--- src/rtl/rst_cause_pkg.sv ---
package rst_cause_pkg;
  localparam int unsigned DATA_W    = 32;
  localparam int unsigned NUM_CAUSE = 6;
  localparam int unsigned CAUSE_LSB = 26;
  localparam int unsigned WIPE_BIT  = 24;
  localparam int unsigned EN_BIT    = 0;
  localparam int unsigned RDY_BIT   = 1;
  localparam int unsigned SYNC_DEPTH = 2;

  // flag slots, index k lands on bit CAUSE_LSB+k
  typedef enum logic [2:0] {
    CS_PIN   = 3'd0,
    CS_POWER = 3'd1,
    CS_SOFT  = 3'd2,
    CS_IWD   = 3'd3,
    CS_WWD   = 3'd4,
    CS_LOWP  = 3'd5
  } cause_slot_e;

  localparam logic [NUM_CAUSE-1:0] CAUSE_RST = 6'b00_0011;
  localparam logic [DATA_W-1:0]    ZERO_MASK = 32'h03FF_FFFC;
endpackage

--- src/rtl/rst_sync_cell.sv ---
module rst_sync_cell #(
  parameter int unsigned STAGES = 2
) (
  input  logic clk,
  input  logic arst_ni,
  output logic rst_no
);
  logic [STAGES-1:0] chain_q;
  logic [STAGES-1:0] chain_d;

  always_comb begin
    chain_d = {chain_q[STAGES-2:0], 1'b1};
  end

  always_ff @(posedge clk or negedge arst_ni) begin
    if (!arst_ni) chain_q <= '0;
    else          chain_q <= chain_d;
  end

  assign rst_no = chain_q[STAGES-1];
endmodule

--- src/rtl/level_sync_cell.sv ---
module level_sync_cell #(
  parameter int unsigned STAGES = 2
) (
  input  logic clk,
  input  logic rst_ni,
  input  logic async_i,
  output logic sync_o
);
  logic [STAGES-1:0] stage_q;
  logic [STAGES-1:0] stage_d;

  always_comb begin
    stage_d = {stage_q[STAGES-2:0], async_i};
  end

  always_ff @(posedge clk or negedge rst_ni) begin
    if (!rst_ni) stage_q <= '0;
    else         stage_q <= stage_d;
  end

  assign sync_o = stage_q[STAGES-1];
endmodule

--- src/rtl/cause_flag_bank.sv ---
module cause_flag_bank
  import rst_cause_pkg::*;
#(
  parameter int unsigned N = NUM_CAUSE,
  parameter logic [N-1:0] RST_VAL = CAUSE_RST
) (
  input  logic         clk,
  input  logic         por_rst_ni,
  input  logic [N-1:0] set_i,
  input  logic         wipe_i,
  output logic [N-1:0] flags_o
);
  logic [N-1:0] flag_q;
  logic [N-1:0] flag_d;
  logic [N-1:0] flag_en;

  for (genvar k = 0; k < N; k++) begin : g_flag
    always_comb begin
      flag_en[k] = set_i[k] | wipe_i;
      flag_d[k]  = set_i[k] | (flag_q[k] & ~wipe_i);
    end

    always_ff @(posedge clk or negedge por_rst_ni) begin
      if (!por_rst_ni)     flag_q[k] <= RST_VAL[k];
      else if (flag_en[k]) flag_q[k] <= flag_d[k];
    end

    p_pulse_sets_r2: assert property (@(posedge clk) disable iff (!por_rst_ni)
      set_i[k] |=> flag_q[k]);
    p_set_beats_wipe_r5: assert property (@(posedge clk) disable iff (!por_rst_ni)
      (set_i[k] && wipe_i) |=> flag_q[k]);
    p_wipe_empties_r4: assert property (@(posedge clk) disable iff (!por_rst_ni)
      (wipe_i && !set_i[k]) |=> !flag_q[k]);
    p_no_spurious_r3: assert property (@(posedge clk) disable iff (!por_rst_ni)
      !set_i[k] |=> !$rose(flag_q[k]));
  end

  assign flags_o = flag_q;
endmodule

--- src/rtl/csr_access_gate.sv ---
module csr_access_gate #(
  parameter int unsigned ADDR_W = 8,
  parameter logic [ADDR_W-1:0] OFFSET = 8'h24
) (
  input  logic              clk,
  input  logic              rst_ni,
  input  logic              req_i,
  input  logic [ADDR_W-1:0] addr_i,
  output logic              accept_o,
  output logic              wait_o
);
  logic hit;
  logic busy_q;
  logic busy_d;

  always_comb begin
    hit      = req_i && (addr_i == OFFSET);
    wait_o   = hit && busy_q;
    accept_o = hit && !busy_q;
    busy_d   = accept_o;
  end

  always_ff @(posedge clk or negedge rst_ni) begin
    if (!rst_ni) busy_q <= 1'b0;
    else         busy_q <= busy_d;
  end

  p_no_back_to_back_r11: assert property (@(posedge clk) disable iff (!rst_ni)
    accept_o |=> !accept_o);
  p_stall_follows_accept_r11: assert property (@(posedge clk) disable iff (!rst_ni)
    wait_o |-> $past(accept_o));
endmodule

--- src/rtl/rst_cause_csr.sv ---
module rst_cause_csr
  import rst_cause_pkg::*;
#(
  parameter int unsigned ADDR_W = 8,
  parameter logic [ADDR_W-1:0] OFFSET = 8'h24
) (
  input  logic                 clk,
  input  logic                 por_ni,
  input  logic                 sys_rst_ni,
  input  logic [NUM_CAUSE-1:0] cause_pulse_i,
  input  logic                 osc_ready_i,
  input  logic                 req_i,
  input  logic                 we_i,
  input  logic [ADDR_W-1:0]    addr_i,
  input  logic [DATA_W/8-1:0]  be_i,
  input  logic [DATA_W-1:0]    wdata_i,
  output logic [DATA_W-1:0]    rdata_o,
  output logic                 wait_o,
  output logic                 osc_en_o
);
  localparam int unsigned LANE_HI = CAUSE_LSB / 8;
  localparam int unsigned LANE_EN = EN_BIT / 8;

  logic por_rst_n;
  logic sys_rst_n;
  logic sys_src_n;
  logic accept;
  logic wipe;
  logic en_q;
  logic en_d;
  logic en_we;
  logic rdy_sync;
  logic rdy_bit;
  logic [NUM_CAUSE-1:0] flags;
  logic [DATA_W-1:0] word;
  logic unused_bits;

  assign sys_src_n = sys_rst_ni & por_ni;

  rst_sync_cell #(.STAGES(SYNC_DEPTH)) u_por_sync (
    .clk(clk), .arst_ni(por_ni), .rst_no(por_rst_n));

  rst_sync_cell #(.STAGES(SYNC_DEPTH)) u_sys_sync (
    .clk(clk), .arst_ni(sys_src_n), .rst_no(sys_rst_n));

  csr_access_gate #(.ADDR_W(ADDR_W), .OFFSET(OFFSET)) u_gate (
    .clk(clk), .rst_ni(sys_rst_n), .req_i(req_i), .addr_i(addr_i),
    .accept_o(accept), .wait_o(wait_o));

  always_comb begin
    wipe  = accept && we_i && be_i[LANE_HI] && wdata_i[WIPE_BIT];
    en_we = accept && we_i && be_i[LANE_EN];
    en_d  = wdata_i[EN_BIT];
  end

  cause_flag_bank #(.N(NUM_CAUSE), .RST_VAL(CAUSE_RST)) u_flags (
    .clk(clk), .por_rst_ni(por_rst_n), .set_i(cause_pulse_i),
    .wipe_i(wipe), .flags_o(flags));

  always_ff @(posedge clk or negedge sys_rst_n) begin
    if (!sys_rst_n)  en_q <= 1'b0;
    else if (en_we)  en_q <= en_d;
  end

  level_sync_cell #(.STAGES(SYNC_DEPTH)) u_rdy_sync (
    .clk(clk), .rst_ni(sys_rst_n), .async_i(osc_ready_i), .sync_o(rdy_sync));

  always_comb begin
    rdy_bit = rdy_sync & en_q;
    word = '0;
    word[CAUSE_LSB +: NUM_CAUSE] = flags;
    word[RDY_BIT] = rdy_bit;
    word[EN_BIT]  = en_q;
    rdata_o = (accept && !we_i) ? word : '0;
  end

  assign osc_en_o = en_q;
  assign unused_bits = ^{be_i, wdata_i};

  p_reserved_zero_r9: assert property (@(posedge clk) disable iff (!sys_rst_n)
    (rdata_o & ZERO_MASK) == '0);
  p_ready_gated_r8: assert property (@(posedge clk) disable iff (!sys_rst_n)
    !osc_en_o |-> !rdata_o[RDY_BIT]);
  p_quiet_on_stall_r12: assert property (@(posedge clk) disable iff (!sys_rst_n)
    wait_o |-> (rdata_o == '0));
endmodule

--- config.mk ---
export PLATFORM = sky130hd
export DESIGN_NAME = rst_cause_csr
export DESIGN_NICKNAME = d
export VERILOG_FILES = /design/src/rtl/rst_cause_pkg.sv /design/src/rtl/rst_sync_cell.sv /design/src/rtl/level_sync_cell.sv /design/src/rtl/cause_flag_bank.sv /design/src/rtl/csr_access_gate.sv /design/src/rtl/rst_cause_csr.sv
export SDC_FILE = /design/constraint.sdc
export NUM_CORES = 1
export LEC_CHECK = 0
export CAP_MARGIN = 0
export CORE_ASPECT_RATIO = 2
export CORE_MARGIN = 1.5
export CORE_UTILIZATION = 24
export DETAILED_ROUTE_END_ITERATION = 6
export HOLD_SLACK_MARGIN = 0.05
export PLACE_DENSITY = 0.77
export SYNTH_ARGS = -nofsm -noshare
export SYNTH_HDL_FRONTEND = slang
export SYNTH_SLANG_ARGS = --single-unit
--- constraint.sdc ---
create_clock -name clk -period 1.7 [get_ports clk]
set_input_delay 0.34 -clock clk [delete_from_list [all_inputs] [get_ports clk]]
set_output_delay 0.34 -clock clk [all_outputs]
set_load 0.1 [all_outputs]
==> out/results.ini <==
[status]
outcome=complete, but fails checks
violations=setup timing

[route]
viasPerCell=4.11
drt_iter0_markers=6
drt-total-wl_um=1420
ant_nets=0
via_count=575
wl_per_cell_um=10.2
drt_pass1_iterations=2
drc_errors=0

[synth]
netlist_top_cells_area=dfrtp_1 40%, buf_4 24%, dfstp_2 7.0%, and2_1 6.7%, a21o_1 6.0%
yosys_warnings=0
yosysSeqAreaShare_pct=47.0
synth_edf_count=0
syn_area_per_cell_um2=10.9
syn_area_um2=751
synthCells=69
ys_async_sr_fraction_pct=100
synth_common_cells=24 x buf_4, 12 x dfrtp_1, 8 x and2_1, 6 x a21o_1, 3 x nor4_1
yosysMostFrequentCell=buf_4
synth-main-ff-cell=dfrtp_1
synth.ff_latch_count=14
yosysUniqueCellTypes=18
yosys.area.top_type_share_pct=40.0
yosysTopAreaCell=dfrtp_1

[layout]
drive_gt1_share_pct=35.5
fill_cells=296
utilization_pct=42.3
diodes=0
area_delta_synth_final_pct=67.8
nets=167
final_area_um2=1260
final_cell_count_no_fill=140

[critical_path]
cp_cell_sequence=buf_6 > or4b_4 > nor4b_4 > buf_4 > and3_4 > buf_12
cp_top_family=simple AND/OR/NAND/NOR gates
crit_fanout=8
critPathKind=in2out
worst_path_max_delay_cell=or4b_4
worst_ep_required_time_ps=1360
worstSetupStartpointType=primary input
endpoint_kind=output pin
critical_path_buf_inv_count=3
arrival_ps=1750
worst_path_largest_cell_delay_ps=550

[global_route]
grt_pass1_wl_um=2350
grt-ovfl-total=0
grt_max_degree=9
grt_util_all_layers_pct=8.68
grt_pass1_vias=583
antenna_found_initial=0

[die]
die_h_um=82.1
rows=28
start_util_pct=25.2
die_area_um2=3490
die-width_um=42.5
core_area_um2=2980
ioPinCount=90

[placed_design]
dpl_cell_area_um2=1190
hpwl_um=1250
placed_cells=135
gp_congestion=0.782
portBuffers=33

[cts]
htreeDepth=1
hold_buffers=0
clockBufferDepth=2
clk_pin_slew_worst_paths_ps=60
cts_sinks=14
cts.root.buffer_cell=clkbuf_8
cts_tree=yes
numCtsBuffers=3
clk_latency_ps=240

[timing]
fmax_mhz=479
fin_setup_tns_ps=-3590
finalCritPeriodShare_pct=123
finalHoldViolCount=0
fin_skew_ps=9.12
setup_slack_ps=-387
period_needed_ps=2090
rsz0062_at_grt=yes
drv_slew=0
setup_viol=15

[flow_run]
drv_cap=0

[power]
leakage_nw=0.581
vdd_drop_max_mv=0.487
p_per_area_nw_per_um2=731

[min_path]
hp-class=reg2async

[layer usage]
layer | vias up | GRT usage, % | routed length, µm
met2 | 54 | 16.9 | 726
met5 | - | 0 | 0
met1 | 258 | 7.36 | 463
met3 | 2 | 2.83 | 196
li1 | 261 | - | -
met4 | 0 | 5.00 | 36
[per-stage QoR]
step	hold WS (ps)	setup WS, ps	total power, mW
2_1_floorplan	40.3	-537	0.640
3_3_place_gp	51.7	-675	0.659
3_5_place_dp	60.6	-725	0.661
4_1_cts	66.1	-442	0.928
5_1_grt	81.0	-425	0.955
6_report	57.4	-387	0.921
[state kept, by name (all words and copies together) (netlist names)]
| register | count |
|---|---|
| u_rdy_sync.stage_q | 2 |
| u_gate.busy_q | 1 |
| osc_en_o | 1 |
| u_flags.flags_o | 6 |
| u_sys_sync.chain_q | 2 |
| u_por_sync.chain_q | 2 |
[cells by family (layout without fill, tap and decap cells)]
logic type,Yosys count,after routing,synth area share (%)
AOI/OAI and AO/OA,6,6,6.00
and+or+nand+nor,20,20,19.3
other,2,26,1.00
muxes,1,1,1.50
buffers and inverters,26,43,25.2
DFF,14,14,47.0
[timing repair]
action / 4_1_cts / 5_1_grt
gates resized for setup: 18 / 6
pin swaps: 9 / 5
cloned: 0 / 0
endpoints found under the setup margin: 16 / 16
setup buffers: 0 / 1
[final timing paths]
path	from	end	slack, ps	cells past startpoint
max	addr_i[4]	rdata_o[1]	-390	6
min	u_sys_sync.chain_q[1]	u_rdy_sync.stage_q[1]	60	0
max reg2reg	u_gate.busy_q	u_flags.flags_o[4]	240	3
min reg2reg	u_sys_sync.chain_q[1]	u_rdy_sync.stage_q[1]	60	0
max in group asynchronous	por_ni	u_sys_sync.chain_q[1]	1140	2
min in group clk	u_rdy_sync.stage_q[0]	u_rdy_sync.stage_q[1]	350	0
[placed cells by master, fill, tap and decap left out]
cell	instances
nand4b_1	1
buf_12	10
buf_6	2
dfstp_2	2
buf_2	2
or4_4	1
clkbuf_1	1
a21o_1	6
or2_4	1
nor2_1	1
dfrtp_1	12
dlygate4sd2_1	3
buf_4	4
or4b_4	1
dlymetal6s2s_1	2
nor4_1	1
clkdlybuf4s50_1	14
and3_4	1
and2_2	4
nor4b_4	1
clkbuf_2	1
and2_1	1
nor4_4	2
clkbuf_8	3
and2_4	3
inv_1	1
nand3b_1	2
mux2_2	1
conb_1	26
[where the power goes]
part           switching (mW)  internal (mW)  total [mW]
Clock                   0.101          0.165       0.266
Combinational           0.255         0.0527       0.308
Sequential            0.00593          0.342       0.348
Total                   0.363          0.559       0.921
[layout make-up]
type / instances / area (µm²) / share of cell area (%)
Clock buffer: 4 / 45.0 / 3.57
Tap cell: 30 / 37.5 / 2.98
Inverter: 1 / 3.75 / 0.298
Sequential cell: 14 / 353 / 28.0
Multi-Input combinational cell: 53 / 362 / 28.7
Timing Repair Buffer: 38 / 459 / 36.4
Power figures use the tool's default switching activity.
